**src/rtl/alu4_pkg.sv**
```systemverilog
// alu4_pkg: shared operation codes for the four-bit ALU.
// Assumes a fixed 3-bit select; the codes are the external contract.
package alu4_pkg;

    localparam int SEL_W = 3;

    typedef enum logic [SEL_W-1:0] {
        OP_LT   = 3'b000,
        OP_ADD  = 3'b001,
        OP_BSA  = 3'b010,
        OP_ASB  = 3'b011,
        OP_DBL  = 3'b100,
        OP_HLV  = 3'b101,
        OP_MUL  = 3'b110,
        OP_XOR  = 3'b111
    } alu_op_e;

endpackage

```
**src/rtl/alu4_ripple.sv**
```systemverilog
// alu4_ripple: W-bit ripple-carry adder, or subtractor when SUB = 1.
// In subtract mode it computes p - q - cin by adding ~q with carry-in ~cin.
// flag_out is carry out (add) or borrow out (subtract). Purely combinational.
module alu4_ripple #(
    parameter int W   = 4,
    parameter bit SUB = 1'b0
) (
    input  logic [W-1:0] p,
    input  logic [W-1:0] q,
    input  logic         cin,
    output logic [W-1:0] sum,
    output logic         flag_out
);

    logic [W:0]   cy;
    logic [W-1:0] qq;

    // Pick operand and carry polarity for the selected variant.
    generate
        if (SUB) begin : g_sub
            assign qq       = ~q;
            assign cy[0]    = ~cin;
            assign flag_out = ~cy[W];
        end else begin : g_add
            assign qq       = q;
            assign cy[0]    = cin;
            assign flag_out = cy[W];
        end
    endgenerate

    // One full-adder cell per bit; the carry ripples upward.
    generate
        for (genvar i = 0; i < W; i++) begin : g_bit
            assign sum[i]  = p[i] ^ qq[i] ^ cy[i];
            assign cy[i+1] = (p[i] & qq[i]) | (cy[i] & (p[i] ^ qq[i]));
        end
    endgenerate

endmodule

```
**src/rtl/alu4_mult.sv**
```systemverilog
// alu4_mult: unsigned W x W array multiplier built from shifted partial products.
// Produces the full 2W-bit product; the caller truncates it and flags overflow.
module alu4_mult #(
    parameter int W = 4
) (
    input  logic [W-1:0]   p,
    input  logic [W-1:0]   q,
    output logic [2*W-1:0] prod
);

    localparam int PW = 2 * W;

    logic [PW-1:0] acc [0:W];

    assign acc[0] = '0;

    // Each row adds p shifted by i when multiplier bit i is set.
    generate
        for (genvar i = 0; i < W; i++) begin : g_row
            logic [PW-1:0] pp;
            assign pp       = q[i] ? ({{W{1'b0}}, p} << i) : '0;
            assign acc[i+1] = acc[i] + pp;
        end
    endgenerate

    assign prod = acc[W];

endmodule

```
**src/rtl/alu4_bitops.sv**
```systemverilog
// alu4_bitops: shift, logic and compare datapaths of the ALU.
// Doubling flags the bit shifted out at the top and halving flags the bit
// shifted out at the bottom. The compare treats the operands as unsigned.
module alu4_bitops #(
    parameter int W = 4
) (
    input  logic [W-1:0] p,
    input  logic [W-1:0] q,
    output logic [W-1:0] dbl_f,
    output logic         dbl_v,
    output logic [W-1:0] hlv_f,
    output logic         hlv_v,
    output logic [W-1:0] xor_f,
    output logic [W-1:0] lt_f
);

    // Doubling: shift left one place; the lost MSB is the overflow.
    assign dbl_f = {p[W-2:0], 1'b0};
    assign dbl_v = p[W-1];

    // Halving: shift right one place; the lost LSB is reported.
    assign hlv_f = {1'b0, p[W-1:1]};
    assign hlv_v = p[0];

    // Bitwise exclusive-OR of the operands.
    assign xor_f = p ^ q;

    // Unsigned less-than, returned as 0...01 or 0...00.
    assign lt_f  = {{(W-1){1'b0}}, (p < q)};

endmodule

```
**src/rtl/alu4.sv**
```systemverilog
// alu4: combinational eight-function ALU, top level.
// All datapaths run in parallel and the operation code selects one result
// and its flags. Z is derived from the selected result. No clock or state.
module alu4
    import alu4_pkg::*;
#(
    parameter int W = 4
) (
    input  logic [W-1:0]     op_a,
    input  logic [W-1:0]     op_b,
    input  logic             op_x,
    input  logic [SEL_W-1:0] op_sel,
    output logic [W-1:0]     res_f,
    output logic             flag_z,
    output logic             flag_v,
    output logic             flag_c
);

    localparam int PW = 2 * W;

    logic [W-1:0]  add_f, bsa_f, asb_f;
    logic          add_c, bsa_c, asb_c;
    logic [PW-1:0] mul_p;
    logic [W-1:0]  dbl_f, hlv_f, xor_f, lt_f;
    logic          dbl_v, hlv_v;
    alu_op_e       op;

    // Adder: a + b + x.
    alu4_ripple #(.W(W), .SUB(1'b0)) u_add (
        .p(op_a), .q(op_b), .cin(op_x), .sum(add_f), .flag_out(add_c)
    );

    // Subtractor: b - a - x.
    alu4_ripple #(.W(W), .SUB(1'b1)) u_bsa (
        .p(op_b), .q(op_a), .cin(op_x), .sum(bsa_f), .flag_out(bsa_c)
    );

    // Subtractor: a - b - x.
    alu4_ripple #(.W(W), .SUB(1'b1)) u_asb (
        .p(op_a), .q(op_b), .cin(op_x), .sum(asb_f), .flag_out(asb_c)
    );

    // Full-width product for the truncating multiply.
    alu4_mult #(.W(W)) u_mul (
        .p(op_a), .q(op_b), .prod(mul_p)
    );

    // Shift, XOR and compare datapaths.
    alu4_bitops #(.W(W)) u_bit (
        .p(op_a), .q(op_b),
        .dbl_f(dbl_f), .dbl_v(dbl_v),
        .hlv_f(hlv_f), .hlv_v(hlv_v),
        .xor_f(xor_f), .lt_f(lt_f)
    );

    assign op = alu_op_e'(op_sel);

    // Route the selected datapath's result and flags to the outputs.
    always_comb begin
        res_f  = '0;
        flag_v = 1'b0;
        flag_c = 1'b0;
        unique case (op)
            OP_ADD: begin res_f = add_f;       flag_c = add_c;        end
            OP_BSA: begin res_f = bsa_f;       flag_c = bsa_c;        end
            OP_ASB: begin res_f = asb_f;       flag_c = asb_c;        end
            OP_DBL: begin res_f = dbl_f;       flag_v = dbl_v;        end
            OP_HLV: begin res_f = hlv_f;       flag_v = hlv_v;        end
            OP_MUL: begin res_f = mul_p[W-1:0]; flag_v = |mul_p[PW-1:W]; end
            OP_XOR: begin res_f = xor_f;                              end
            OP_LT:  begin res_f = lt_f;                               end
            default: ;
        endcase
    end

    // Zero flag from the selected result.
    assign flag_z = (res_f == '0);

endmodule

```
**config.mk**
```make
export PLATFORM = sky130hd
export DESIGN_NAME = alu4
export DESIGN_NICKNAME = d
export VERILOG_FILES = /design/src/rtl/alu4_pkg.sv /design/src/rtl/alu4_ripple.sv /design/src/rtl/alu4_mult.sv /design/src/rtl/alu4_bitops.sv /design/src/rtl/alu4.sv
export SDC_FILE = /design/constraint.sdc
export NUM_CORES = 1
export LEC_CHECK = 0
export CORE_MARGIN = 1
export CORE_UTILIZATION = 25
export DETAILED_ROUTE_END_ITERATION = 10
export DONT_BUFFER_PORTS = 1
export SYNTH_ARGS = -nofsm -noshare
export SYNTH_HDL_FRONTEND = slang
export SYNTH_SLANG_ARGS = --single-unit
```
**constraint.sdc**
```tcl
create_clock -name vclk -period 4.35
set_input_delay 0.87 -clock vclk [all_inputs]
set_output_delay 0.87 -clock vclk [all_outputs]
set_load 0.03 [all_outputs]
```
==> metrics, run 1 <==
run status=complete, but fails checks; failing checks=DRC; crit path cell chain=inv_4, nor2_4, fa_1, inv_1, fa_1, inv_1, ha_2, inv_2, fa_2, xor2_1, nand3b_1, mux2i_2, o31ai_4, buf_12; Total Power=0.168 mW; antenna violations before repair=0; post-synthesis mux area share=9.10%; clkbuf count=0; Slew @ Worst Pin=0.576 ns; DPL Wire Length=2170 um; fmax=235 MHz; pwr dens=118 nW/um2; Synth cell types=34; Finished Layout Cells=196; largest net degree at the start of global routing=23; Routed WL per cell=12.8 um; critical path type=in -> out; Final nets=196; Post-Synth Adder-Cell Area=50.4%; Clock Power Share=0%; end of the critical path=flag_v; Crit Path Max Fanout=7; number of port buffers=0; num ports=19; Synth-to-Final Area Change=19.0%; critical path's largest stage delay=0.52 ns; DR vias=936; CP Data Required Time=3.48 ns; Synth Area in Compound Gates=11.5%; final-layout fill cell count=464; internal power=0.0758 mW; dpl cells=194; Starting Density=26.7%; syn_area_per_cell=8.80 um2; worst ir drop on vdd=0.0369 mV; Gate power share=100.0%; Core ar.=4470 um2; Slowest cell on crit path=fa_1; Die Wd=71.2 um; fin util=31.8%; Avg Vias per Cell=4.78; DR pass1 iterations=10; crit path capture type=output port; largest family of logic cells by synthesized area=adder cells; Min Clock Period, post-route=4.26 ns; RSZ-0062 raised after global routing=yes; Post-CTS Hold Fix Bufs=0; sequential fraction of the synthesis area=0%; Setup Viol. Count Final=0; Multi-input gate area=1130 um2; Post-Syn Area=1200 um2; n_diodes=0; Cells after Synth=136; total track usage=10.8%; DRT Wirelength=2520 um; worst hold path class=in -> out; Post-Syn Nets=186; Sequential Area=0 um2; Die Ht=71.2 um; net load switching power=0.0923 mW; worst setup path start=op_a[2]; GPL Wtd Cong=0.767; Slew headroom=61.5%; Reg power frac=0%; Iteration-0 DRC Markers=52; max cap viols=0; DRC viols=3; Final ANT Viol Nets=0; Switching Share=54.9%; Fin. Hold Viols=0; Remaining Overflow, GRT=0; Data arrival, critical path=3.39 ns; Critical Path Source Type=input port; final period utilization=98.0%; vias in the first global route=964; leakage power=0.665 nW; post-synthesis simple-gate area fraction=15.6%; Slew Viols, Final=0; first-pass GRT wire length=4500 um; layout cell share with drive strength beyond 1=25.0%; Row Count=24; Die Area=5070 um2; sequential cell count=0; yosys warns=0; post-synthesis xor/xnor area fraction=0.732%; setup TNS after final layout=0 ns
-- power by group through the flow --
stage	Clock, mW	Combinational (mW)	Sequential (mW)
after CTS	0	0.165	0
final	0	0.168	0
after detailed placement	0	0.159	0
after global placement	0	0.158	0
after global routing	0	0.189	0
after floorplan	0	0.129	0
-- cells in the mapped netlist, types with 2 or more instances --
cell / n / share of area, %
ha_1: 21 / 22
mux2_2: 2 / 1.9
nand2b_1: 4 / 2.1
nor2_1: 12 / 3.8
fa_1: 17 / 28
nor3b_1: 3 / 1.9
nand2_1: 8 / 2.5
a21oi_1: 6 / 2.5
a31oi_1: 2 / 1.0
mux2i_1: 6 / 5.0
inv_1: 29 / 9.1
nand3_1: 2 / 0.84
o21ai_0: 2 / 0.84
buf_6: 2 / 1.9
-- placed cells by master (no fill, tap or decap), types with 2 or more instances in the layout --
cell | netlist | layout
a21oi_1 | 6 | 5
buf_4 | 0 | 11
clkinvlp_4 | 0 | 2
fa_1 | 17 | 15
fa_2 | 0 | 2
ha_1 | 21 | 20
inv_1 | 29 | 22
inv_2 | 0 | 3
inv_4 | 0 | 2
mux2_2 | 2 | 2
mux2i_1 | 6 | 5
nand2_1 | 8 | 8
nand2b_1 | 4 | 3
nand3_1 | 2 | 2
nor2_1 | 12 | 9
nor2_4 | 0 | 2
nor3b_1 | 3 | 3
-- metrics by stage --
step | cell area [um2] | setup slack [ns] | hold WS, ns
detailed placement | 1360 | -0.0491 | 1.87
CTS | 1380 | -0.00322 | 1.87
global placement | 1360 | -0.0146 | 1.87
floorplan | 1250 | 0.0246 | 1.98
global route | 1420 | -0.0401 | 1.87
finish | 1420 | 0.0888 | 1.86
-- kinds of logic after synthesis --
group           after synthesis
fa+ha+maj                    38
simple gates                 36
buf+inv                      33
compound gates               19
mux                           9
xor+xnor                      1
-- routing by layer --
layer	share of wire, %	GRT usage, %	routed length, um	up-vias
met5	0	0	0	-
met4	0	0	0	0
met3	5.5	1.85	138	0
met2	52	19.3	1300	22
met1	43	14.4	1080	451
li1	-	-	-	463
-- area by class of cell --
class | count | share of cell area, %
well taps | 52 | 4.57
multi-input cells | 103 | 79.7
repair buffers | 12 | 7.21
inverters | 29 | 8.52
-- worst min-delay path by stage --
stage	startpoint	to	slack [ns]	depth (start not counted)
2_1_floorplan	op_sel[2]	flag_c	1.98	2
3_3_place_gp	op_sel[2]	flag_c	1.87	1
3_5_place_dp	op_sel[2]	flag_c	1.87	1
4_1_cts	op_sel[2]	flag_c	1.87	1
5_1_grt	op_sel[2]	flag_c	1.87	1
6_report	op_sel[2]	flag_c	1.86	1
-- worst max-delay path, delay by kind of cell --
family / cells / cell delay, ns
adders and majority gates: 4 / 1.47
xor gates and xnor gates: 1 / 0.18
and+or+nand+nor: 2 / 0.16
AOI/OAI and AO/OA: 1 / 0.28
buffers and inverters: 5 / 0.35
muxes: 1 / 0.09
-- timing repair --
| item | in CTS | in global routing |
|---|---|---|
| pin swaps | 5 | 5 |
| buffers inserted | 1 | 1 |
| gates resized for setup | 8 | 10 |
| setup endpoints to repair | 1 | 2 |
Power figures use the tool's default switching activity.
==> inputs of run 2 (changes only) <==
--- a/config.mk
+++ b/config.mk
@@ -6,9 +6,11 @@
 export NUM_CORES = 1
 export LEC_CHECK = 0
 export CORE_MARGIN = 1
-export CORE_UTILIZATION = 25
+export CORE_UTILIZATION = 54
 export DETAILED_ROUTE_END_ITERATION = 10
 export DONT_BUFFER_PORTS = 1
+export PLACE_DENSITY = 0.72
 export SYNTH_ARGS = -nofsm -noshare
 export SYNTH_HDL_FRONTEND = slang
+export SYNTH_HIERARCHICAL = 1
 export SYNTH_SLANG_ARGS = --single-unit
==> run 2 against run 1 <==
Net effect: the flow finishes with violations (setup timing); global-route usage is 13 points higher; hold slack worse by 0.0059 ns; die area decreased by 49%; final cell count down 4.6%; non-clock buffer count is 7 lower; utilization grew 28 points; critical path depth is the same; largest power group unchanged; flip-flop and latch count unchanged; first-iteration DRC count is 54% lower; routed wire length is 4.3% higher.
==> metrics, run 2 <==
Multi-input gate area=1110 um2 (-2.1%); Finished Layout Cells=187 (-4.6%); post-synthesis mux area share=7.54% (-1.6 points); largest cells by area after synthesis=fa_1 (26%), ha_1 (14%), inv_1 (12%); final period utilization=103% (+4.6 points); Critical Path Source Type=input port; Die Wd=50.9 um (-28%); fmax=224 MHz (-4.5%); Final ANT Viol Nets=0 (unchanged); Yosys top cell area share=26.3% (-2.1 points); post-synthesis xor/xnor area fraction=2.03% (+1.3 points); Commonest cells post-synth=inv_1 (41), fa_1 (17), buf_4 (14), ha_1 (14), and2_1 (12); setup slack after layout=-0.110 ns (-0.199 ns); sequential cell count=0 (unchanged); Sequential Area=0 um2 (unchanged); total track usage=23.5% (+13 points); worst hold path class=in -> out; Synth Area in Compound Gates=13.2% (+1.6 points); Die Area=2600 um2 (-49%); Synth cell types=32 (-5.9%); clkbuf count=0 (unchanged); RSZ-0062 raised after global routing=yes; dpl cell area=1320 um2 (-2.5%); dominant cell type by area after synthesis=fa_1; failing checks=setup timing; Iteration-0 DRC Markers=24 (-54%); setup TNS after final layout=-0.110 ns (-0.110 ns); leakage power=0.710 nW (+6.8%); Routed WL per cell=14.0 um (+9.3%); Die Ht=50.9 um (-28%); num ports=19 (unchanged); DR pass1 iterations=4 (-6); Avg Vias per Cell=5.35 (+12%); max cap viols=0 (unchanged); Remaining Overflow, GRT=0 (unchanged); Post-Synth Adder-Cell Area=39.8% (-11 points); Core ar.=2230 um2 (-50%); DRT Wirelength=2620 um (+4.3%); Top Family by Delay on Critical Path=adder cells; most frequent cells in the layout=inv_1 (40), fa_1 (13), ha_1 (13); vias in the first global route=1104 (+15%); Post-CTS Setup Inserts=0 (-1); CP Data Required Time=3.48 ns (about the same); crit path cell chain=and2_4, fa_1, inv_1, fa_1, inv_2, ha_4, fa_2, a21o_1, a21oi_2, xnor2_1, nor4_1, o21ai_1, o21ai_2, nor2_4; worst hold stages=1 (unchanged); most frequent cell after synthesis=inv_1; commonest non-fill, non-tap cell in the layout=inv_1; Slew Viols, Final=0 (unchanged); number of port buffers=0 (unchanged); post-synthesis simple-gate area fraction=16.3% (+0.76 points); pwr dens=127 nW/um2 (+7.4%); worst path bufs/invs=2 (-3); Post-Syn Area=1290 um2 (+8.2%); Slew @ Worst Pin=0.882 ns (+0.306 ns); final-layout fill cell count=221 (-52%); Slowest cell on crit path=fa_1; yosys warns=6 (+6); worst ir drop on vdd=0.0711 mV (+93%); largest family of logic cells by synthesized area=adder cells; post-route cell area=1340 um2 (-6.1%); Slew headroom=41.2% (-20 points); crit path capture type=output port; hold_sp=op_sel[2]; Synth-to-Final Area Change=3.38%; sequential fraction of the synthesis area=0% (unchanged); antenna violations before repair=0 (unchanged); n_diodes=0 (unchanged); syn_area_per_cell=7.79 um2 (-11%); Cells after Synth=166 (+22%); Final nets=204 (+4.1%); Hold Path Sink=flag_c; GPL Wtd Cong=0.764 (-0.42%); Fin. Hold Viols=0 (unchanged); Data arrival, critical path=3.59 ns (+0.20 ns); critical path's largest stage delay=0.53 ns (about the same); Min Clock Period, post-route=4.46 ns (+0.199 ns); DRC viols=0 (-3); DR vias=1000 (+6.8%); cell mode on critical path=fa_1; first-pass GRT wire length=4710 um (+4.8%); hold_ws=1.86 ns (-0.00589 ns); Post-CTS Hold Fix Bufs=0 (unchanged); DPL Wire Length=2220 um (+2.3%); Setup Viol. Count Final=1 (+1); run status=complete, but fails checks; worst setup path start=op_a[1]; layout cell share with drive strength beyond 1=12.6% (-12 points); largest net degree at the start of global routing=17 (-26%); dpl cells=187 (-3.6%); Crit Path Max Fanout=10 (+3); critical path type=in -> out; Row Count=17 (-29%); Starting Density=57.9% (+31 points)
==> run 2: cell count changes after synthesis, sizes merged, moves of 3 or more <==
cell   delta
inv      +12
a41oi     +3
nor2      -4
mux2i     -3
buf      +12
nor3b     -3
o21ai     +5
mux2      +4
ha        -7
and2     +12
==> run 2: report_power, final <==
group	switching, mW	internal, mW	total, mW	leakage (nW)
clock network	0	0	0	0
registers	0	0	0	0
logic	0.0946	0.0750	0.170	0.710
total	0.0946	0.0750	0.170	0.710
==> run 2: cells by family after synthesis <==
logic type,Yosys count
compound gates,26
xor+xnor,3
fa+ha+maj,31
buf+inv,57
mux,9
other cells,1
simple gates,39
==> run 2: per-layer routing <==
metal	vias up	track usage, %	routed length [um]
li1	496	-	-
met1	483	30.0	1180
met2	19	44.5	1350
met3	2	0.893	69
met4	0	2.31	29
met5	-	0	0
==> run 2: how the worst max path moves through the flow <==
stage | endpoint | slack (ns) | cells past startpoint
floorplan | flag_v | -0.06 | 14
global placement | flag_v | -0.13 | 14
detailed placement | flag_v | -0.25 | 14
CTS | flag_v | -0.13 | 14
global route | flag_v | -0.30 | 14
finish | flag_v | -0.11 | 14
==> run 2: what timing repair did <==
| action | CTS | global route |
|---|---|---|
| resized for setup | 1 | 3 |
| pin swaps | 5 | 3 |
| endpoints found under the setup margin | 1 | 2 |
==> run 2: layout make-up <==
| cell class | instances | share of cell area (%) |
|---|---|---|
| inverter | 41 | 11.5 |
| multi-input combinational | 113 | 83.1 |
| tap | 28 | 2.62 |
| timing repair buffer | 5 | 2.81 |
==> run 2: stage by stage <==
stage	util, %	setup WS [ns]	total power, mW
3_5_place_dp	59.3	-0.247	0.166
6_report	59.9	-0.110	0.170
4_1_cts	59.3	-0.130	0.167
2_1_floorplan	-	-0.0579	0.141
5_1_grt	59.9	-0.303	0.193
3_3_place_gp	59.3	-0.127	0.160
==> inputs of run 3 (changes only) <==
--- a/config.mk
+++ b/config.mk
@@ -5,11 +5,10 @@
 export SDC_FILE = /design/constraint.sdc
 export NUM_CORES = 1
 export LEC_CHECK = 0
-export CORE_MARGIN = 1
 export CORE_UTILIZATION = 54
 export DETAILED_ROUTE_END_ITERATION = 10
 export DONT_BUFFER_PORTS = 1
-export PLACE_DENSITY = 0.72
+export PLACE_DENSITY = 0.69
 export SYNTH_ARGS = -nofsm -noshare
 export SYNTH_HDL_FRONTEND = slang
 export SYNTH_HIERARCHICAL = 1
==> constraint.sdc (replaced) <==
create_clock -name vclk -period 5.8
set_input_delay 1.16 -clock vclk [all_inputs]
set_output_delay 1.16 -clock vclk [all_outputs]
set_load 0.03 [all_outputs]
==> run 3 against run 2 <==
Net effect: the run now ends clean; routed wire length decreased by 4.7%; first-iteration DRC count shrank 17%; count of clock-buffer cells in the layout stayed put; flip-flop and latch count is the same; global-route usage fell by 0.89 points; combinational power down 34%; critical path depth increased by 1; total power is 33% lower; hold slack improved by 0.58 ns; sequential share of layout area is the same; worst setup slack better by 0.59 ns.
==> metrics, run 3 (synthesized netlist as in run 2, its figures left out) <==
commonest non-fill, non-tap cell in the layout=inv_1; Routed WL per cell=13.4 um (-4.2%); hold_sp=op_sel[2]; first-pass GRT wire length=4490 um (-4.8%); GPL Wtd Cong=0.814 (+6.5%); worst hold path class=in -> out; fmax=188 MHz; # resized after CTS=0 (-1); total track usage=22.6% (-0.89 points); Die Area=2600 um2 (unchanged); Die Ht=50.9 um (unchanged); antenna violations before repair=0 (unchanged); Slew headroom=42.5% (+1.3 points); largest net degree at the start of global routing=17 (unchanged); number of port buffers=0 (unchanged); fin util=56.4% (-3.5 points); Die Wd=50.9 um (unchanged); final period utilization=91.7%; DR vias=1010 (+1.0%); Row Count=17 (unchanged); Setup WS pre-CTS=0.463 ns (+0.710 ns); worst setup path start=op_b[0]; worst hold stages=1 (unchanged); Synth-to-Final Area Change=-2.71%; Avg Vias per Cell=5.43 (+1.5%); Crit Path Max Fanout=8 (-2); worst ir drop on vdd=0.0586 mV (-18%); DR pass1 iterations=4 (unchanged); setup TNS after final layout=0 ns (+0.110 ns); Post-CTS Setup Inserts=0 (unchanged); Fin. Hold Viols=0 (unchanged); Iteration-0 DRC Markers=20 (-17%); Remaining Overflow, GRT=0 (unchanged); Sequential Area=0 um2 (unchanged); setup slack after layout=0.481 ns (+0.591 ns); crit path capture type=output port; DPL Wire Length=2110 um (-5.3%); Starting Density=57.9% (unchanged); CP Data Required Time=4.64 ns (+1.16 ns); Final nets=203 (-0.49%); most frequent cells in the layout=inv_1 (41), fa_1 (17), ha_1 (14); sequential cell count=0 (unchanged); vias in the first global route=1019 (-7.7%); Critical Path Source Type=input port; DRT Wirelength=2500 um (-4.7%); Core ar.=2230 um2 (unchanged); run status=complete, no violations; Setup Viol. Count Final=0 (-1); Min Clock Period, post-route=5.32 ns; Total Power=0.113 mW (-33%); critical path type=in -> out; leakage power=0.703 nW (-1.0%); Slew Viols, Final=0 (unchanged); pwr dens=89.6 nW/um2 (-29%); layout cell share with drive strength beyond 1=5.06% (-7.5 points); n_diodes=0 (unchanged); clkbuf count=0 (unchanged); Slew @ Worst Pin=0.851 ns (-0.0305 ns); max cap viols=0 (unchanged); RSZ-0062 raised after global routing=no; num ports=19 (unchanged); Data arrival, critical path=4.16 ns (+0.57 ns); Post-CTS Hold Fix Bufs=0 (unchanged); Final ANT Viol Nets=0 (unchanged); DRC viols=0 (unchanged)
## run 3: changes by cell type in the layout (fill, tap and decap cells not counted), sizes merged
cell  before  now
buf        5    4
## run 3: layout make-up
type                       instances  area, um2
multi-input combinational        113       1040
fill                             212        975
inverter                          41        154
tap                               28       35.0
timing repair buffer               4       30.0
## run 3: final timing paths
check | endpoint | slack, ns
worst min-delay path | flag_c | 2.44
worst max-delay path | flag_v | 0.48
## run 3: report_power, final
part | switching [mW] | internal [mW] | leakage, nW
Clock | 0 | 0 | 0
Combinational | 0.0634 | 0.0494 | 0.703
Sequential | 0 | 0 | 0
## run 3: worst max-delay path: stages
cell     delay, ns
and2_1        0.16
fa_1          0.53
inv_1         0.05
fa_1          0.54
inv_1         0.05
ha_1          0.21
fa_1          0.40
a21o_1        0.21
a21oi_2       0.16
xnor2_1       0.08
nor4_1        0.21
o21ai_0       0.10
o21ai_1       0.08
nor2_1        0.05
buf_4         0.17
## run 3: routing by layer
layer,GRT usage (%),share of wire [%],vias to the layer above
met5,0,0,-
met4,3.70,1.4,0
met1,29.6,44,488
li1,-,-,494
met3,2.08,5.6,4
met2,40.4,49,24
## run 3: stage by stage
stage / instances / hold WS, ns / area [um2]
2_1_floorplan: 170 / 2.60 / 1310
3_3_place_gp: 186 / 2.44 / 1260
3_5_place_dp: 186 / 2.44 / 1260
4_1_cts: 186 / 2.44 / 1260
5_1_grt: 186 / 2.44 / 1260
6_report: 186 / 2.44 / 1260
